$ cat src/rtl/bus_xcvr_pkg.sv
package bus_xcvr_pkg;
  typedef enum logic [1:0] {
    XM_PASS    = 2'd0,
    XM_HOLD    = 2'd1,
    XM_CAPTURE = 2'd2
  } xcvr_mode_e;
endpackage

$ cat src/rtl/xcvr_fall_det.sv
module xcvr_fall_det (
  input  logic clk_i,
  input  logic rst_ni,
  input  logic strb_i,
  output logic fall_o
);
  logic prev_q;

  always_ff @(posedge clk_i or negedge rst_ni) begin
    if (!rst_ni) prev_q <= 1'b0;
    else         prev_q <= strb_i;
  end

  assign fall_o = prev_q & ~strb_i;
endmodule

$ cat src/rtl/xcvr_store.sv
module xcvr_store
  import bus_xcvr_pkg::*;
#(
  parameter int W = 18
) (
  input  logic         clk_i,
  input  logic         rst_ni,
  input  xcvr_mode_e   mode_i,
  input  logic [W-1:0] d_i,
  output logic [W-1:0] q_o
);
  always_ff @(posedge clk_i or negedge rst_ni) begin
    if (!rst_ni) q_o <= '0;
    else if (mode_i != XM_HOLD) q_o <= d_i;
  end

  assert_pass_load_R5: assert property (@(posedge clk_i) disable iff (!rst_ni)
    (mode_i == XM_PASS) |=> (q_o == $past(d_i)));
  assert_capture_load_R4: assert property (@(posedge clk_i) disable iff (!rst_ni)
    (mode_i == XM_CAPTURE) |=> (q_o == $past(d_i)));
  assert_hold_stable_R3: assert property (@(posedge clk_i) disable iff (!rst_ni)
    (mode_i == XM_HOLD) |=> $stable(q_o));
endmodule

$ cat src/rtl/xcvr_lane.sv
module xcvr_lane
  import bus_xcvr_pkg::*;
#(
  parameter int W      = 18,
  parameter bit OE_LOW = 1'b0
) (
  input  logic         clk_i,
  input  logic         rst_ni,
  input  logic [W-1:0] d_i,
  input  logic         oe_raw_i,
  input  logic         le_i,
  input  logic         strb_i,
  output logic [W-1:0] y_o,
  output logic         oe_o
);
  logic       fall;
  logic       en;
  xcvr_mode_e mode;
  logic [W-1:0] q;
  logic [W-1:0] sel;

  xcvr_fall_det u_fall (
    .clk_i (clk_i),
    .rst_ni(rst_ni),
    .strb_i(strb_i),
    .fall_o(fall)
  );

  always_comb begin
    if (le_i)      mode = XM_PASS;
    else if (fall) mode = XM_CAPTURE;
    else           mode = XM_HOLD;
  end

  xcvr_store #(.W(W)) u_store (
    .clk_i (clk_i),
    .rst_ni(rst_ni),
    .mode_i(mode),
    .d_i   (d_i),
    .q_o   (q)
  );

  generate
    if (OE_LOW) begin : g_oe_low
      assign en = ~oe_raw_i;
    end else begin : g_oe_high
      assign en = oe_raw_i;
    end
  endgenerate

  assign sel  = (mode == XM_PASS) ? d_i : q;
  assign y_o  = en ? sel : '0;
  assign oe_o = en;

  // captured word must appear on the enabled output once holding
  assert_capture_drive_R4: assert property (@(posedge clk_i) disable iff (!rst_ni)
    ($past(mode == XM_CAPTURE) && mode == XM_HOLD && en) |-> (y_o == $past(d_i)));
endmodule

$ cat src/rtl/bus_xcvr_dual.sv
module bus_xcvr_dual #(
  parameter int DATA_W = 18
) (
  input  logic              clk_i,
  input  logic              rst_ni,
  input  logic [DATA_W-1:0] a_i,
  output logic [DATA_W-1:0] a_o,
  output logic              a_oe_o,
  input  logic [DATA_W-1:0] b_i,
  output logic [DATA_W-1:0] b_o,
  output logic              b_oe_o,
  input  logic              oe_ab_i,
  input  logic              le_ab_i,
  input  logic              strb_ab_i,
  input  logic              oe_ba_ni,
  input  logic              le_ba_i,
  input  logic              strb_ba_i
);
  xcvr_lane #(.W(DATA_W), .OE_LOW(1'b0)) u_ab (
    .clk_i   (clk_i),
    .rst_ni  (rst_ni),
    .d_i     (a_i),
    .oe_raw_i(oe_ab_i),
    .le_i    (le_ab_i),
    .strb_i  (strb_ab_i),
    .y_o     (b_o),
    .oe_o    (b_oe_o)
  );

  xcvr_lane #(.W(DATA_W), .OE_LOW(1'b1)) u_ba (
    .clk_i   (clk_i),
    .rst_ni  (rst_ni),
    .d_i     (b_i),
    .oe_raw_i(oe_ba_ni),
    .le_i    (le_ba_i),
    .strb_i  (strb_ba_i),
    .y_o     (a_o),
    .oe_o    (a_oe_o)
  );
endmodule

$ cat config.mk
export PLATFORM = sky130hd
export DESIGN_NAME = bus_xcvr_dual
export DESIGN_NICKNAME = d
export VERILOG_FILES = /design/src/rtl/bus_xcvr_pkg.sv /design/src/rtl/xcvr_fall_det.sv /design/src/rtl/xcvr_store.sv /design/src/rtl/xcvr_lane.sv /design/src/rtl/bus_xcvr_dual.sv
export SDC_FILE = /design/constraint.sdc
export NUM_CORES = 1
export LEC_CHECK = 0
export ABC_AREA = 1
export CORE_MARGIN = 8
export CORE_UTILIZATION = 42
export DETAILED_ROUTE_END_ITERATION = 6
export GPL_TIMING_DRIVEN = 0
export PLACE_DENSITY = 0.76
export SLEW_MARGIN = 20
export SYNTH_ARGS = -nofsm -noshare
export SYNTH_HDL_FRONTEND = slang
export SYNTH_SLANG_ARGS = --single-unit
$ cat constraint.sdc
create_clock -name clk_i -period 1.56 [get_ports clk_i]
set_input_delay 0.156 -clock clk_i [delete_from_list [all_inputs] [get_ports clk_i]]
set_output_delay 0.156 -clock clk_i [all_outputs]
set_load 0.05 [all_outputs]
=== Word level (Yosys, flattened, before mapping) ===
Cells that the tools add are included.
W data, S select, Z words.

* Bitwise logic cells: 5
* Reduce and logical (&&, ||, !) cells: 2
* Multipliers: 0
* Eq/ne operators: 2
* Order comparisons: 0
* Shift operators: 0
* Mux-type cells: 8
* $add $sub $neg: 0
* Div/mod/pow operators: 0

{| class="wikitable"
|+ Operators by type and width
! cell !! count
|-
| $mux W18 || 4
|-
| $mux W2 || 4
|-
| $logic_not A2 Y1 || 2
|-
| $ne A2 B1 Y1 const B || 2
|-
| $not A1 Y1 || 3
|-
| $and A1 B1 Y1 || 2
|}

* Bits in writable memories: 0
* Output and inout port bits: 38
* Memories kept: 0
* ROM bits: 0
* Input bits: 44
* Register bits: 38
* Latch bits: 0

=== Longest topological paths before layout ===
* Word-level depth: 7
* Depth in mapped cells: 6
* Gate-level depth less buffers: 5

=== Hierarchy ===
Synthesis repeated with hierarchy kept, for this count alone.

* Cells, all modules: 361
* Area total of the unflattened synthesis: 2393.5 um2

{| class="wikitable"
|+ Modules (own cells, without submodules)
! module !! cells each !! area an instance (um2) !! seq. area each (um2) !! instances
|-
| xcvr_store || 78 || 760.7 || 450.4 || 2
|-
| xcvr_lane at u_ab || 100 || 406.6 || 0.0 || 1
|-
| xcvr_lane at u_ba || 99 || 395.4 || 0.0 || 1
|-
| xcvr_fall_det || 3 || 35.0 || 25.0 || 2
|}

=== Worst setup path after synthesis ===
Ideal clock, no wire load.

* Kind: input -> output
* Start point: input oe_ba_ni
* End point: output a_o[10]
* Path slack: 0.101 ns
* Data arrival time: 1.303 ns
* Cell stages on the path: 4
* Cells stage by stage: inv_1 -> buf_4 -> o21ai_0 -> nor2_1

* Cells in the longest elaborated chain, start to end: 1

{| class="wikitable"
|+ Ends and longest elaborated chain
! element !! line !! text
|-
| start: declaration || bus_xcvr_dual.sv:15 || <nowiki>input logic oe_ba_ni,</nowiki>
|-
| $mux W18 || xcvr_lane.sv:52 || <nowiki>assign y_o = en ? sel : '0;</nowiki>
|-
| end: declaration || bus_xcvr_dual.sv:7 || <nowiki>output logic [DATA_W-1:0] a_o,</nowiki>
|}

No other way between the ends.

=== Worst setup path in the final report ===
* Start point: register u_ab.u_store.q_o[6]
* End point: output b_o[6]

* Cells in the longest elaborated chain, start to end: 2

{| class="wikitable"
|+ Ends and longest elaborated chain
! element !! line !! text
|-
| start: declaration || xcvr_store.sv:10 || <nowiki>output logic [W-1:0] q_o</nowiki>
|-
| start signal: assignment || xcvr_store.sv:14 || <nowiki>else if (mode_i != XM_HOLD) q_o <= d_i;</nowiki>
|-
| $mux W18 || xcvr_lane.sv:51 || <nowiki>assign sel = (mode == XM_PASS) ? d_i : q;</nowiki>
|-
| $mux W18 || xcvr_lane.sv:52 ||
|-
| end: declaration || bus_xcvr_dual.sv:10 || <nowiki>output logic [DATA_W-1:0] b_o,</nowiki>
|}

No other way between the ends.

==> impl_metrics.tcl <==
set metrics [dict create \
    grt_usage 0.163 \
    m1WireLength_um 2500 \
    fillerInstances 460 \
    io_pins 82 \
    crit_fanout 2 \
    ys_ff_latch 38 \
    rsz0062_at_grt "no" \
    hp-class "input pin to async pin" \
    grt_max_degree 30 \
    power_mw 2.68 \
    root_buffer "clkbuf_8" \
    drive_gt1_frac 0.182 \
    grt_pass1_wl_um 9850 \
    cp-end-kind "output port" \
    finalCriticalPeriod_ns 1.48 \
    synth_nets 324 \
    die_w_um 86.9 \
    cp_slowest_cell "dlygate4sd2_1" \
    cp.depth 3 \
    cts_buffers 5 \
    p_leak_nw 1.51 \
    die_h_um 86.9 \
    synth_cell_types 14 \
    syn_to_final_growth_pct 45.8 \
    cp.buffers_inverters 1 \
    yosysSeqAreaShare 0.451 \
    clk_latency_ns 0.28 \
    nNetsFinal 412 \
    critPathRequiredTime_ns 1.40 \
    coreArea_um2 4980 \
    place.gp.congestion 0.780 \
    dr.pass1.iters 4 \
    synthTopCellsByArea "dfrtp_1 45%, nand2_1 13%, nor2_1 13%" \
    cts_max_path_buffers 2 \
    synth_top_area_frac 0.451 \
    drc_errors 0 \
    run_status "finished clean" \
    rows 26 \
    start_kind "flip-flop" \
    cap_violations 0 \
    grt_overflow 0 \
    finalSetupViolCount 0 \
    port_buffers 79 \
    synth_cells 280 \
    drt_iter0_drc 110 \
    fin_cells 439 \
    start_util 0.424 \
    htreeDepth 2 \
    finalHoldViolCount 0 \
    slew_violations 0 \
    viasPerCell 4.86 \
    critPathMaxStageDelay_ns 0.55 \
    worst_pin_slew_ns 0.515 \
    clock-sinks 38 \
    clkTransAtPathRegs_ns 0.07 \
    first_global_vias 2012 \
    die-area_um2 7550 \
    arrival_ns 1.33 \
    rr_worst_depth 5 \
    synth_largest_area_cell "dfrtp_1" \
    crit_family "buffers and inverters" \
    vdd_ir_drop_max_mv 0.601 \
    critPathKind "flip-flop to output port" \
    max_freq_mhz 674 \
    dr_total_vias 2132 \
    skew_ns 0.00233 \
    wl_met3_um 351 \
    min_period_over_period 0.951 \
    ys.warnings.count 0 \
    tritoncts "yes" \
    p_per_area_nw_per_um2 871 \
    antenna_found_initial 0 \
    crit_chain "o21ai_0 -> nor2_1 -> dlygate4sd2_1" \
    cts_setup_buffers 0 \
    r2r_setup_slack_ns 0.54 \
    syn_avg_cell_area_um2 7.54 \
    hpwl_um 4390 \
    ant_nets 0 \
    syn-cell-area_um2 2110 \
    wire_per_inst_um 13.8 \
    placed_cells 430 \
    drt-total-wl_um 6060 \
    n_antenna_cell 0 \
    max-slew-margin-rel 0.658 \
    wl_met2_um 3130 \
    highest_layer "met4" \
]
## worst reg2reg max path, stage by stage, from the launching register on
cell	delay, ns
dfrtp_1	0.39
nand2_4	0.16
nand2_8	0.10
buf_6	0.15
nand2_1	0.06
nand2_1	0.05
## layout by cell type (no fill, tap or decap)
master	instances
nand2_8	2
dlygate4sd2_1	4
buf_12	1
clkdlybuf4s15_1	1
dfrtp_1	38
nand2_4	2
clkbuf_8	6
o21ai_0	32
clkbuf_2	7
clkdlybuf4s15_2	18
o21ai_1	4
clkbuf_4	5
clkbuf_1	1
nand2_1	72
buf_2	1
clkdlybuf4s50_1	39
buf_6	12
clkinv_2	1
inv_2	1
nor2_1	72
inv_8	2
dlygate4sd3_1	1
clkdlybuf4s18_2	1
inv_1	2
nand3_1	36
buf_4	8
## power by group
| group | internal (mW) | leakage (nW) | switching (mW) |
|---|---|---|---|
| registers | 1.08 | 0.458 | 0.0472 |
| logic | 0.314 | 1.01 | 0.547 |
| clock network | 0.357 | 0.0482 | 0.338 |
## metal layers
metal  vias up  global-route usage
met3         7              0.0368
met4         0              0.0642
met5         -                   0
met2        57               0.272
met1       995               0.199
li1       1073                   -
## synthesized netlist by cell type (all sizes together)
cell	instances
nand2	76
nor2	72
dfrtp	38
nand3	36
o21ai	36
buf	15
inv	5
clkbuf	2
## logic make-up after synthesis
| kind of cell | Yosys count | synth area share |
|---|---|---|
| DFF | 38 | 0.451 |
| buffers and inverters | 22 | 0.0931 |
| and+or+nand+nor | 184 | 0.371 |
| AOI/OAI and AO/OA | 36 | 0.0854 |
## registers in the layout, summed over array words and instances (netlist names)
| name | flops |
|---|---|
| u_ba.u_store.q_o | 18 |
| u_ab.u_fall.prev_q | 1 |
| u_ab.u_store.q_o | 18 |
| u_ba.u_fall.prev_q | 1 |
## what timing repair did
action                                  4_1_cts  5_1_grt
gates cloned                                  0        0
hold endpoints to repair                      9        0
pin swaps                                     0        0
endpoints found under the setup margin       38       26
gates resized for setup                     116       27
hold buffers                                  1        0
## cell type report
| cell class | instances | area [µm²] | share of cell area |
|---|---|---|---|
| Multi-Input combinational cell | 220 | 963 | 0.313 |
| Sequential cell | 38 | 951 | 0.309 |
| Timing Repair Buffer | 81 | 785 | 0.255 |
| Buffer | 17 | 166 | 0.0541 |
| Tap cell | 70 | 87.6 | 0.0285 |
| Clock buffer | 7 | 86.3 | 0.0280 |
| Inverter | 5 | 33.8 | 0.0110 |
| Clock inverter | 1 | 5.00 | 0.00163 |
## final timing paths
check | endpoint | start
max | b_o[6] | u_ab.u_store.q_o[6]$_DFFE_PN0P_
min | u_ba.u_store.q_o[3]$_DFFE_PN0P_ | rst_ni
max reg2reg | u_ba.u_store.q_o[12]$_DFFE_PN0P_ | u_ba.u_fall.prev_q$_DFF_PN0_
min reg2reg | u_ab.u_store.q_o[9]$_DFFE_PN0P_ | u_ab.u_store.q_o[9]$_DFFE_PN0P_
max in group asynchronous | u_ba.u_store.q_o[7]$_DFFE_PN0P_ | rst_ni
min in group clk_i | u_ba.u_store.q_o[6]$_DFFE_PN0P_ | le_ba_i
## stage by stage
step | hold WS [ns] | area, µm² | utilization | setup TNS (ns) | setup WS [ns]
after floorplan | -0.140 | 2110 | - | 0 | 0.101
final | 0.266 | 3080 | 0.618 | 0 | 0.0770
after global routing | 0.282 | 3080 | 0.618 | 0 | 0.000914
after CTS | 0.269 | 3070 | 0.618 | 0 | 0.00569
after global placement | 0.487 | 2990 | 0.601 | -43.39 | -0.709
after detailed placement | 0.0368 | 3000 | 0.604 | -20.61 | -0.710
Power figures use the tool's default switching activity.
